[src/rtl/mbx_pkg.sv]
package mbx_pkg;
  typedef enum logic [1:0] {
    SEL_IN   = 2'd0,
    SEL_OUT  = 2'd1,
    SEL_STAT = 2'd2,
    SEL_NONE = 2'd3
  } slv_sel_e;

  localparam int unsigned CD_POS  = 3;
  localparam int unsigned IBF_POS = 1;
  localparam int unsigned OBF_POS = 0;
endpackage

[src/rtl/mbx_rst_sync.sv]
module mbx_rst_sync #(
  parameter int unsigned STAGES = 2
) (
  input  logic clk,
  input  logic rst_n,
  output logic rst_sync_n
);
  logic [STAGES-1:0] chain_q;

  always_ff @(posedge clk or negedge rst_n) begin
    if (!rst_n) chain_q <= '0;
    else        chain_q <= {chain_q[STAGES-2:0], 1'b1};
  end

  assign rst_sync_n = chain_q[STAGES-1];
endmodule

[src/rtl/mbx_host_dec.sv]
module mbx_host_dec #(
  parameter int unsigned ADDR_W = 16,
  parameter logic [ADDR_W-5:0] BASE_HI = 'h006
) (
  input  logic              clk,
  input  logic              rst_n,
  input  logic [ADDR_W-1:0] addr,
  input  logic              rd,
  input  logic              wr,
  output logic              hit,
  output logic              wr_in,
  output logic              cd_bit,
  output logic              rd_out,
  output logic              rd_stat
);
  logic unused_addr_bits;

  assign unused_addr_bits = ^{addr[3], addr[1:0]};

  assign hit     = (addr[ADDR_W-1:4] == BASE_HI);
  assign cd_bit  = addr[2];
  assign wr_in   = hit && wr;
  assign rd_out  = hit && rd && !addr[2];
  assign rd_stat = hit && rd &&  addr[2];

  assert_dec_onehot_R2: assert property (@(posedge clk) disable iff (!rst_n)
    $onehot0({rd_out, rd_stat}));
  assert_dec_miss_R1: assert property (@(posedge clk) disable iff (!rst_n)
    (addr[ADDR_W-1:4] != BASE_HI) |-> !(wr_in || rd_out || rd_stat));
endmodule

[src/rtl/mbx_dregs.sv]
module mbx_dregs #(
  parameter int unsigned DATA_W = 8
) (
  input  logic              clk,
  input  logic              rst_n,
  input  logic              ld_in,
  input  logic [DATA_W-1:0] host_wdata,
  input  logic              ld_out,
  input  logic [DATA_W-1:0] slv_wdata,
  output logic [DATA_W-1:0] in_q,
  output logic [DATA_W-1:0] out_q
);
  logic [DATA_W-1:0] in_d, out_d;

  always_comb begin
    in_d  = in_q;
    out_d = out_q;
    if (ld_in)  in_d  = host_wdata;
    if (ld_out) out_d = slv_wdata;
  end

  always_ff @(posedge clk or negedge rst_n) begin
    if (!rst_n) begin
      in_q  <= '0;
      out_q <= '0;
    end else begin
      if (ld_in)  in_q  <= in_d;
      if (ld_out) out_q <= out_d;
    end
  end

  assert_in_hold_R3: assert property (@(posedge clk) disable iff (!rst_n)
    !ld_in |=> $stable(in_q));
  assert_out_hold_R9: assert property (@(posedge clk) disable iff (!rst_n)
    !ld_out |=> $stable(out_q));
endmodule

[src/rtl/mbx_flags.sv]
module mbx_flags #(
  parameter int unsigned DATA_W = 8
) (
  input  logic              clk,
  input  logic              rst_n,
  input  logic              host_wr_in,
  input  logic              host_cd,
  input  logic              host_rd_out,
  input  logic              slv_rd_in,
  input  logic              slv_wr_out,
  input  logic              slv_wr_stat,
  input  logic [DATA_W-1:0] slv_wdata,
  output logic [DATA_W-1:0] status
);
  import mbx_pkg::*;

  localparam logic [DATA_W-1:0] FLAG_MASK =
    DATA_W'((1 << CD_POS) | (1 << IBF_POS) | (1 << OBF_POS));
  localparam logic [DATA_W-1:0] USER_MASK = ~FLAG_MASK;

  logic              ibf_q, ibf_d;
  logic              obf_q, obf_d;
  logic              cd_q,  cd_d;
  logic [DATA_W-1:0] user_q, user_d;

  always_comb begin
    ibf_d  = ibf_q;
    obf_d  = obf_q;
    cd_d   = cd_q;
    user_d = user_q;
    if (slv_rd_in)   ibf_d  = 1'b0;
    if (host_wr_in)  ibf_d  = 1'b1;
    if (host_wr_in)  cd_d   = host_cd;
    if (host_rd_out) obf_d  = 1'b0;
    if (slv_wr_out)  obf_d  = 1'b1;
    if (slv_wr_stat) user_d = slv_wdata & USER_MASK;
  end

  always_ff @(posedge clk or negedge rst_n) begin
    if (!rst_n) begin
      ibf_q  <= 1'b0;
      obf_q  <= 1'b0;
      cd_q   <= 1'b0;
      user_q <= '0;
    end else begin
      ibf_q <= ibf_d;
      obf_q <= obf_d;
      if (host_wr_in)  cd_q   <= cd_d;
      if (slv_wr_stat) user_q <= user_d;
    end
  end

  always_comb begin
    status          = user_q;
    status[CD_POS]  = cd_q;
    status[IBF_POS] = ibf_q;
    status[OBF_POS] = obf_q;
  end

  assert_ibf_set_R5: assert property (@(posedge clk) disable iff (!rst_n)
    host_wr_in |=> status[IBF_POS]);
  assert_ibf_clr_R6: assert property (@(posedge clk) disable iff (!rst_n)
    (slv_rd_in && !host_wr_in) |=> !status[IBF_POS]);
  assert_cd_capture_R4: assert property (@(posedge clk) disable iff (!rst_n)
    host_wr_in |=> (status[CD_POS] == $past(host_cd)));
  assert_obf_set_R9: assert property (@(posedge clk) disable iff (!rst_n)
    slv_wr_out |=> status[OBF_POS]);
  assert_user_hold_R8: assert property (@(posedge clk) disable iff (!rst_n)
    !slv_wr_stat |=> $stable(status & USER_MASK));
endmodule

[src/rtl/kbc_mailbox.sv]
module kbc_mailbox #(
  parameter int unsigned ADDR_W  = 16,
  parameter int unsigned DATA_W  = 8,
  parameter logic [ADDR_W-5:0] BASE_HI = 'h006
) (
  input  logic              clk,
  input  logic              rst_n,
  input  logic [ADDR_W-1:0] host_addr,
  input  logic              host_rd,
  input  logic              host_wr,
  input  logic [DATA_W-1:0] host_wdata,
  output logic [DATA_W-1:0] host_rdata,
  input  logic [1:0]        slv_sel,
  input  logic              slv_rd,
  input  logic              slv_wr,
  input  logic [DATA_W-1:0] slv_wdata,
  output logic [DATA_W-1:0] slv_rdata,
  output logic              slv_irq
);
  import mbx_pkg::*;

  logic              rst_i_n;
  logic              hit, wr_in, cd_bit, rd_out, rd_stat;
  logic [DATA_W-1:0] in_q, out_q, status;
  slv_sel_e          sel;

  assign sel = slv_sel_e'(slv_sel);

  mbx_rst_sync #(.STAGES(2)) u_rst (
    .clk(clk), .rst_n(rst_n), .rst_sync_n(rst_i_n)
  );

  mbx_host_dec #(.ADDR_W(ADDR_W), .BASE_HI(BASE_HI)) u_dec (
    .clk(clk), .rst_n(rst_i_n), .addr(host_addr), .rd(host_rd), .wr(host_wr),
    .hit(hit), .wr_in(wr_in), .cd_bit(cd_bit), .rd_out(rd_out),
    .rd_stat(rd_stat)
  );

  mbx_dregs #(.DATA_W(DATA_W)) u_dregs (
    .clk(clk), .rst_n(rst_i_n),
    .ld_in(wr_in), .host_wdata(host_wdata),
    .ld_out(slv_wr && (sel == SEL_OUT)), .slv_wdata(slv_wdata),
    .in_q(in_q), .out_q(out_q)
  );

  mbx_flags #(.DATA_W(DATA_W)) u_flags (
    .clk(clk), .rst_n(rst_i_n),
    .host_wr_in(wr_in), .host_cd(cd_bit), .host_rd_out(rd_out),
    .slv_rd_in(slv_rd && (sel == SEL_IN)),
    .slv_wr_out(slv_wr && (sel == SEL_OUT)),
    .slv_wr_stat(slv_wr && (sel == SEL_STAT)),
    .slv_wdata(slv_wdata), .status(status)
  );

  always_comb begin
    host_rdata = '0;
    if (rd_stat)     host_rdata = status;
    else if (rd_out) host_rdata = out_q;
  end

  always_comb begin
    unique case (sel)
      SEL_IN:   slv_rdata = in_q;
      SEL_OUT:  slv_rdata = out_q;
      SEL_STAT: slv_rdata = status;
      default:  slv_rdata = '0;
    endcase
  end

  assign slv_irq = status[IBF_POS];

  assert_irq_cause_R7: assert property (@(posedge clk) disable iff (!rst_i_n)
    $rose(slv_irq) |-> $past(host_wr && hit));
  assert_miss_quiet_R1: assert property (@(posedge clk) disable iff (!rst_i_n)
    !hit |-> (host_rdata == '0));
  assert_reset_idle_R10: assert property (@(posedge clk)
    !rst_n |-> (!slv_irq && status == '0));
endmodule

[config.mk]
export PLATFORM = sky130hd
export DESIGN_NAME = kbc_mailbox
export DESIGN_NICKNAME = d
export VERILOG_FILES = /design/src/rtl/mbx_pkg.sv /design/src/rtl/mbx_rst_sync.sv /design/src/rtl/mbx_host_dec.sv /design/src/rtl/mbx_dregs.sv /design/src/rtl/mbx_flags.sv /design/src/rtl/kbc_mailbox.sv
export SDC_FILE = /design/constraint.sdc
export NUM_CORES = 1
export LEC_CHECK = 0
export BUFFER_PORTS_ARGS = -buffer_cell sky130_fd_sc_hd__buf_4
export CAP_MARGIN = 20
export CORE_MARGIN = 3
export CORE_UTILIZATION = 30
export DETAILED_ROUTE_END_ITERATION = 6
export GPL_ROUTABILITY_DRIVEN = 0
export PLACE_DENSITY_LB_ADDON = 0.12
export SYNTH_ARGS = -nofsm -noshare
export SYNTH_HDL_FRONTEND = slang
export SYNTH_HIERARCHICAL = 1
export SYNTH_SLANG_ARGS = --single-unit
[constraint.sdc]
create_clock -name clk -period 1.9 [get_ports clk]
set_clock_uncertainty 0.1 [all_clocks]
set_input_delay 0.095 -clock clk [delete_from_list [all_inputs] [get_ports clk]]
set_output_delay 0.095 -clock clk [all_outputs]
set_load 0.01 [all_outputs]
## After elaboration in Yosys (flattened, before gate mapping)

Index checks and enable logic that the tools add are counted.
W data, S select, Z words.

| storage, ports and cells | value |
|---|---|
| bits in registers | 26 |
| latch bits | 0 |
| bits in writable memories | 0 |
| memory bits (read-only) | 0 |
| output and inout port bits | 17 |
| logic and storage cells | 28 |
| memories kept | 0 |

| operators by class | value |
|---|---|
| add/subtract/negate cells | 0 |
| multipliers | 0 |
| div/mod/pow operators | 0 |
| order comparisons | 0 |
| eq/ne operators | 3 |
| shift operators | 0 |
| muxes and demuxes | 7 |
| bitwise operators | 0 |
| reduce and logical (&&, ||, !) cells | 11 |

Operators by type and width:

| cell | number |
|---|---|
| $pmux W8 S3 | 1 |
| $mux W8 | 2 |
| $eq A12 B3 Y1 const B | 1 |
| $logic_and A1 B1 Y1 | 7 |
| $mux W1 | 4 |
| $reduce_bool A2 Y1 | 2 |
| $eq A2 B1 Y1 const B | 1 |
| $eq A2 B2 Y1 const B | 1 |
| $logic_not A2 Y1 | 1 |
| $logic_not A1 Y1 | 1 |

## Depth between registers and ports, before layout

Gate-level depths: netlist of run 1.

| logic depth | value |
|---|---|
| depth after elaboration | 5 |
| gate-level depth with buffers | 5 |

## Modules after synthesis

The synthesis of run 1 kept the hierarchy.

Modules (own cells, without submodules):

| module | times used | cells each | area each (um^2) | sequential area each (um^2) |
|---|---|---|---|---|
| mbx_dregs | 1 | 34 | 663.1 | 400.4 |
| mbx_flags | 1 | 21 | 312.8 | 200.2 |
| kbc_mailbox | 1 | 50 | 311.5 | 0.0 |
| mbx_host_dec | 1 | 11 | 72.6 | 0.0 |
| mbx_rst_sync | 1 | 3 | 53.8 | 50.0 |

## Worst setup path before layout of run 1

No wires, ideal clock.

| path | value |
|---|---|
| path type | input-to-output |
| start point | input port host_addr[12] |
| end point | output port host_rdata[2] |
| arrival | 1729 ps |
| setup slack | -24 ps |
| stages on the path | 5 |
| cell sequence | or4_1 > nor4_1 > buf_4 > nand2_1 > o21ai_0 |

| on the way | value |
|---|---|
| elaborated cells on any way between the ends | 6 |

RTL lines:

| what | line | RTL |
|---|---|---|
| from (decl) | kbc_mailbox.sv:8 | `input logic [ADDR_W-1:0] host_addr,` |
| $eq A12 B3 Y1 | mbx_host_dec.sv:20 | `assign hit = (addr[ADDR_W-1:4] == BASE_HI);` |
| $logic_and A1 B1 Y1 (2 in a row) | mbx_host_dec.sv:24 | `assign rd_stat = hit && rd && addr[2];` |
| named net rd_stat | kbc_mailbox.sv:23 | `logic hit, wr_in, cd_bit, rd_out, rd_stat;` |
| $mux W8 | kbc_mailbox.sv:57 | `if (rd_stat) host_rdata = status;` |
| to (decl) | kbc_mailbox.sv:12 | `output logic [DATA_W-1:0] host_rdata,` |

The timed path passes the listed nets, and every way through them passes these cells.

## Worst setup path after layout of run 1

| path | value |
|---|---|
| start point | input port host_addr[12] |
| end point | output port host_rdata[0] |

| on the way | value |
|---|---|
| longest elaborated chain between the ends | 5 |
| elaborated cells on any way between the ends | 6 |

RTL lines:

| what | line | RTL |
|---|---|---|
| $eq A12 B3 Y1 | mbx_host_dec.sv:20 |  |
| $logic_and A1 B1 Y1 (2 in a row) | mbx_host_dec.sv:23 | `assign rd_out = hit && rd && !addr[2];` |
| named net rd_out | kbc_mailbox.sv:23 |  |
| $mux W8 | kbc_mailbox.sv:58 | `else if (rd_out) host_rdata = out_q;` |
| $mux W8 | kbc_mailbox.sv:57 |  |

The timed path passes the listed nets, and every way through them passes these cells.

==> impl_metrics.csv, run 1 <==
group,metric,value,unit
outcome,status,"finished, final reports clean",
finish,drive_gt1_frac,0.487,
grt,grt_pass1_vias,1202,
sta,drv_slew,0,
worst_setup_path,critPathLaunchType,"primary input",
detailed_routing,num_vias,1113,
worst_setup_path,path_cells,"buf_4 > or4_4 > nor4_4 > buf_2 > nand2_1 > o21ai_1 > buf_4",
synthesis,syn_inst,118,
flow_run,cap_violations,0,
die,row_count,24,
worst_setup_path,cp_num_buf_inv,3,
grt,grt_pass1_wl,5.60,mm
grt,grt_use_total,0.135,
die,die-area,5550,um^2
finish,num-fill-cells,420,
synthesis,avgSynthCellArea,11.9,um^2
clock_tree,clkLatencyLatePin,0.26,ns
clock_tree,cts_tree,"yes",
power_and_ir_drop,p_leak,0.00100,uW
die,start_util,0.317,
worst_setup_path,critical_path.slowest_cell,"or4_4",
finish,final_cells,241,
worst_setup_path,cpMostUsedCell,"buf_4",
finish,nNetsFinal,230,
sta,post-route-period-util,0.956,
placed_design,portBuffers,53,
detailed_routing,ant_nets,0,
die,fp.dieW,74.5,um
min_path,hp-class,"primary input to asynchronous set/reset pin",
clock_tree,cts_buffer_depth,2,
sta,setup_violations,0,
finish,areaGrowthSynthToFinish,49.7,%
die,die_y,74.5,um
detailed_routing,dr.pass1.iters,4,
clock_tree,clockRootBuffer,"clkbuf_8",
sta,hold_viol_final,0,
grt,gr-total-overflow,0,
placed_design,placedCellCount,218,
worst_setup_path,path_delay_family,"simple AND/OR/NAND/NOR gates",
clock_tree,numCtsBuffers,3,
detailed_routing,routed_via_density,4.62,
synthesis,yosysWarnings,6,
grt,grt_max_degree,25,
placed_design,dp_hpwl,2.68,mm
worst_setup_path,critPathMaxStageDelay,0.57,ns
worst_setup_path,crit_path_max_fanout,4,
grt,grt_use_met2,0.239,
sta,max_freq,0.550,GHz
power_and_ir_drop,vdd_ir_drop_max,0.504,mV
clock_tree,htreeDepth,1,
sta,period_minus_slack,1.82,ns
detailed_routing,wl,3.58,mm
grt,antenna_found_initial,0,
worst_setup_path,crit_arrival,1.62,ns
worst_setup_path,cp-end-kind,"output pin",
power_and_ir_drop,pwr_density_cell,607,nW/um^2
grt,busiest_layer,"met2",
detailed_routing,drt_iter0_drc,27,
die,core_area,4440,um^2
die,io_pins,57,
synthesis,syn_area,1410,um^2
worst_setup_path,path_class,"primary input to output pin",
worst_setup_path,cp.required,1.70,ns
sta,rsz0062_at_grt,"no",
clock_tree,cts.clk_slew.worst_paths,0.08,ns
detailed_routing,drt-wirelength-per-cell,14.9,um
synthesis,mappedNetlistNets,158,
finish,num_antenna_cells,0,
clock_tree,cts_setup_buffers,0,
sta,tns,0,ns
detailed_routing,drc,0,
worst_setup_path,r2r_slack,0.99,ns
grt,use_met3,0.0324,
clock_tree,clock_sinks,26,
grt,grtUsageMet1,0.164,
-- where the power goes --
part / internal, uW / switching [uW]
sequential: 609 / 46.7
clock: 185 / 166
combinational: 182 / 92.6
-- path summary, 6_finish.rpt --
| check | start | endpoint | cells after the start |
|---|---|---|---|
| worst max register to register | u_dregs/out_q[3] | u_dregs/out_q[3] | 1 |
| max in group asynchronous | u_rst/chain_q[1] | u_flags/obf_q | 1 |
| worst min register to register | u_rst/chain_q[1] | u_dregs/out_q[4] | 1 |
| worst min-delay path | rst_n | u_rst/chain_q[0] | 2 |
| worst max-delay path | host_addr[12] | host_rdata[0] | 7 |
| min in group clk | slv_rd | u_flags/ibf_q | 4 |
-- stage by stage --
stage               hold slack [ns]  setup slack [ns]  cell area [um^2]  utilization  power (uW)
floorplan                    -0.301           0.00308              1410            -         788
global placement             -0.223           -0.0307              1840        0.415         900
detailed placement           -0.220           -0.0539              1840        0.415         910
CTS                          0.0331            0.0235              2110        0.475        1300
global route                 0.0435           0.00217              2110        0.475        1350
finish                       0.0485            0.0834              2110        0.475        1280
-- sequential cells by signal (all words and copies together) (netlist names) --
signal,cells
u_rst/chain_q,2
u_flags/user_q,5
u_dregs/out_q,8
u_flags/ibf_q,1
u_flags/obf_q,1
u_dregs/in_q,8
u_flags/cd_q,1
-- layer usage --
layer  wire length (um)  vias up  share of wire
met5                  0        -              0
met4                 42        0          0.012
met3                152        4          0.042
met2               1770       30           0.49
met1               1620      523           0.45
li1                   -      556              -
-- placed cells by master (no fill, tap or decap) --
master and instances:
buf_4 59, dfrtp_1 26, nand2_1 18, dlygate4sd3_1 18, mux2_4 16, mux2i_1 8
o2bb2ai_1 8, o21ai_1 8, mux2_2 6, clkbuf_8 4, inv_1 3, or4b_4 2
nor4_2 2, a21o_1 2, nor2b_1 1, nor3b_1 1, and2_1 1, nor2_1 1
buf_2 1, or4_4 1, nand2b_1 1, nor4_4 1, conb_1 1
-- cell type report --
cell class | count | area, um^2 | share of cell area
Clock buffer | 4 | 55.1 | 0.0261
Multi-Input combinational cell | 78 | 699 | 0.332
Inverter | 3 | 11.3 | 0.00534
Sequential cell | 26 | 651 | 0.308
Tap cell | 52 | 65.1 | 0.0308
Timing Repair Buffer | 78 | 628 | 0.298
-- what timing repair did --
action,4_1_cts,5_1_grt
gates cloned,1,0
pin swaps,0,0
endpoints found under the hold margin,24,0
hold buffers,18,0
endpoints found under the setup margin,4,1
gates resized for setup,9,1
No activity file was read; power rests on OpenSTA's default activity.
==> run 2: changes to the inputs <==
- clock period: 1.9 -> 1.7 ns (I/O delays scaled with it)
==> run 2 against run 1 <==
Against the previous run:
- the flow now finishes with violations (negative setup slack)
- hold slack worse by 0.024 ns
- combinational power up 16%
- die area unchanged
- core utilization up 3.3 points
==> impl_metrics.csv, run 2 (synthesized netlist as in run 1, its figures left out) <==
group,metric,value,unit
outcome,status,"finished with violations",
outcome,violations,"negative setup slack",
grt,grt_pass1_vias,1173,
worst_setup_path,cpMostUsedCell,"buf_6",
sta,post-route-period-util,1.03,
power_and_ir_drop,power,1450,uW
worst_setup_path,path_cells,"buf_6 > or4_4 > nor4_4 > buf_6 > nand2_4 > o21ai_2 > buf_4",
worst_setup_path,critPathLaunchType,"primary input",
placed_design,portBuffers,53,
clock_tree,numCtsBuffers,3,
clock_tree,cts_tree,"yes",
grt,gr-total-overflow,0,
die,fp.dieW,74.5,um
detailed_routing,drt_iter0_drc,49,
worst_setup_path,path_delay_family,"simple AND/OR/NAND/NOR gates",
die,io_pins,57,
power_and_ir_drop,seq_power_share,0.510,
finish,drive_gt1_frac,0.551,
die,row_count,24,
sta,drv_slew,0,
detailed_routing,ant_nets,0,
power_and_ir_drop,p_sw,351,uW
detailed_routing,wl,3.76,mm
clock_tree,cts_buffer_depth,2,
power_and_ir_drop,p_leak,0.00108,uW
detailed_routing,num_vias,1172,
clock_tree,cts.clk_slew.worst_paths,0.09,ns
worst_setup_path,cp_num_buf_inv,3,
sta,max_freq,0.569,GHz
finish,num_antenna_cells,0,
detailed_routing,dr.pass1.iters,3,
sta,hold_viol_final,0,
power_and_ir_drop,vdd_ir_drop_max,0.317,mV
sta,setup_violations,8,
finish,areaGrowthSynthToFinish,60.0,%
placed_design,dpl_cell_area,1910,um^2
sta,rsz0062_at_grt,"yes",
worst_setup_path,critical_path.slowest_cell,"or4_4",
detailed_routing,drt-wirelength-per-cell,15.1,um
die,core_area,4440,um^2
worst_setup_path,cp-end-kind,"output pin",
flow_run,cap_violations,0,
detailed_routing,routed_via_density,4.73,
finish,design_area,2250,um^2
grt,antenna_found_initial,0,
detailed_routing,drc,0,
sta,fin_ws,-0.0585,ns
finish,layout_commonest_cell,"buf_4",
power_and_ir_drop,pwr-share-comb,0.220,
clock_tree,htreeDepth,1,
worst_setup_path,crit_path_max_fanout,5,
sta,period_minus_slack,1.76,ns
worst_setup_path,rr_worst_depth,1,
finish,layout_common_cells,"buf_4 (61), dfrtp_1 (26), dlygate4sd3_1 (18)",
power_and_ir_drop,intPower,1100,uW
grt,grt_pass1_wl,5.87,mm
worst_setup_path,path_class,"primary input to output pin",
finish,largest_registers,"u_dregs/in_q x8, u_dregs/out_q x8, u_flags/user_q x5",
clock_tree,clockRootBuffer,"clkbuf_8",
grt,grt_max_degree,25,
power_and_ir_drop,pwr_density_cell,643,nW/um^2
worst_setup_path,crit_cells,7,
min_path,hp-class,"primary input to asynchronous set/reset pin",
grt,grt_use_total,0.141,
finish,nNetsFinal,237,
clock_tree,clock_sinks,26,
worst_setup_path,critPathMaxStageDelay,0.56,ns
clock_tree,clkLatencyLatePin,0.27,ns
worst_setup_path,crit_arrival,1.57,ns
power_and_ir_drop,netSwitchingFraction,0.242,
placed_design,dp_hpwl,2.74,mm
die,die-area,5550,um^2
power_and_ir_drop,p_clk_frac,0.270,
worst_setup_path,cp.required,1.51,ns
die,die_y,74.5,um
placed_design,dp_worst_setup_slack,-0.175,ns
sta,tns,-0.340,ns
die,start_util,0.317,
finish,finalCoreUtilization,0.507,
==> run 2: cell count changes in the layout (fill, tap and decap cells not counted), moves of 2 or more <==
cell / previous run / this run
nor4_4: 1 / 3
buf_6: 0 / 4
o21ai_1: 8 / 4
nand2_2: 0 / 4
nand2_1: 18 / 13
buf_12: 0 / 2
nor4_2: 2 / 0
o21ai_2: 0 / 4
buf_4: 59 / 61
==> run 2: final timing paths <==
kind                                   from               end  slack [ns]
min reg2reg                u_rst/chain_q[1]  u_dregs/out_q[3]        0.13
max reg2reg                u_dregs/out_q[3]  u_dregs/out_q[3]        0.77
max in group asynchronous  u_rst/chain_q[1]   u_dregs/in_q[0]        1.12
max                            host_addr[7]     host_rdata[3]       -0.06
min                                   rst_n  u_rst/chain_q[0]        0.02
min in group clk                 slv_sel[0]     u_flags/ibf_q        0.13
==> run 2: power by group through the flow <==
stage	logic, uW	registers [uW]	clock network, uW
floorplan	151	734	0
global placement	273	744	0
detailed placement	279	746	0
CTS	317	734	418
global route	345	748	452
finish	319	739	391
==> run 2: cell type report <==
type                       count  area [um^2]
inverter                       3         11.3
multi-input combinational     78          749
fill                         411         2190
timing repair buffer          85          723
tap                           52         65.1
clock buffer                   4         55.1
sequential                    26          651
==> run 2: layer usage <==
layer,global-route usage,part of all wire
met5,0,0
met4,0.0257,0.0056
met3,0.0365,0.038
met1,0.194,0.48
met2,0.226,0.47
==> run 2: repair_timing <==
action                                  CTS  global route
pin swaps                                 4             7
hold buffers                             18             0
cloned                                    1             0
endpoints found under the setup margin    8             8
hold endpoints to repair                 24             0
setup buffers                             1             4
gates resized for setup                   5            14
==> run 2: metrics by stage <==
| stage | cells | hold WS (ns) |
|---|---|---|
| after detailed placement | 220 | -0.230 |
| after floorplan | 118 | -0.311 |
| final | 248 | 0.0248 |
| after global routing | 248 | 0.000227 |
| after global placement | 220 | -0.233 |
| after CTS | 244 | 0.0135 |
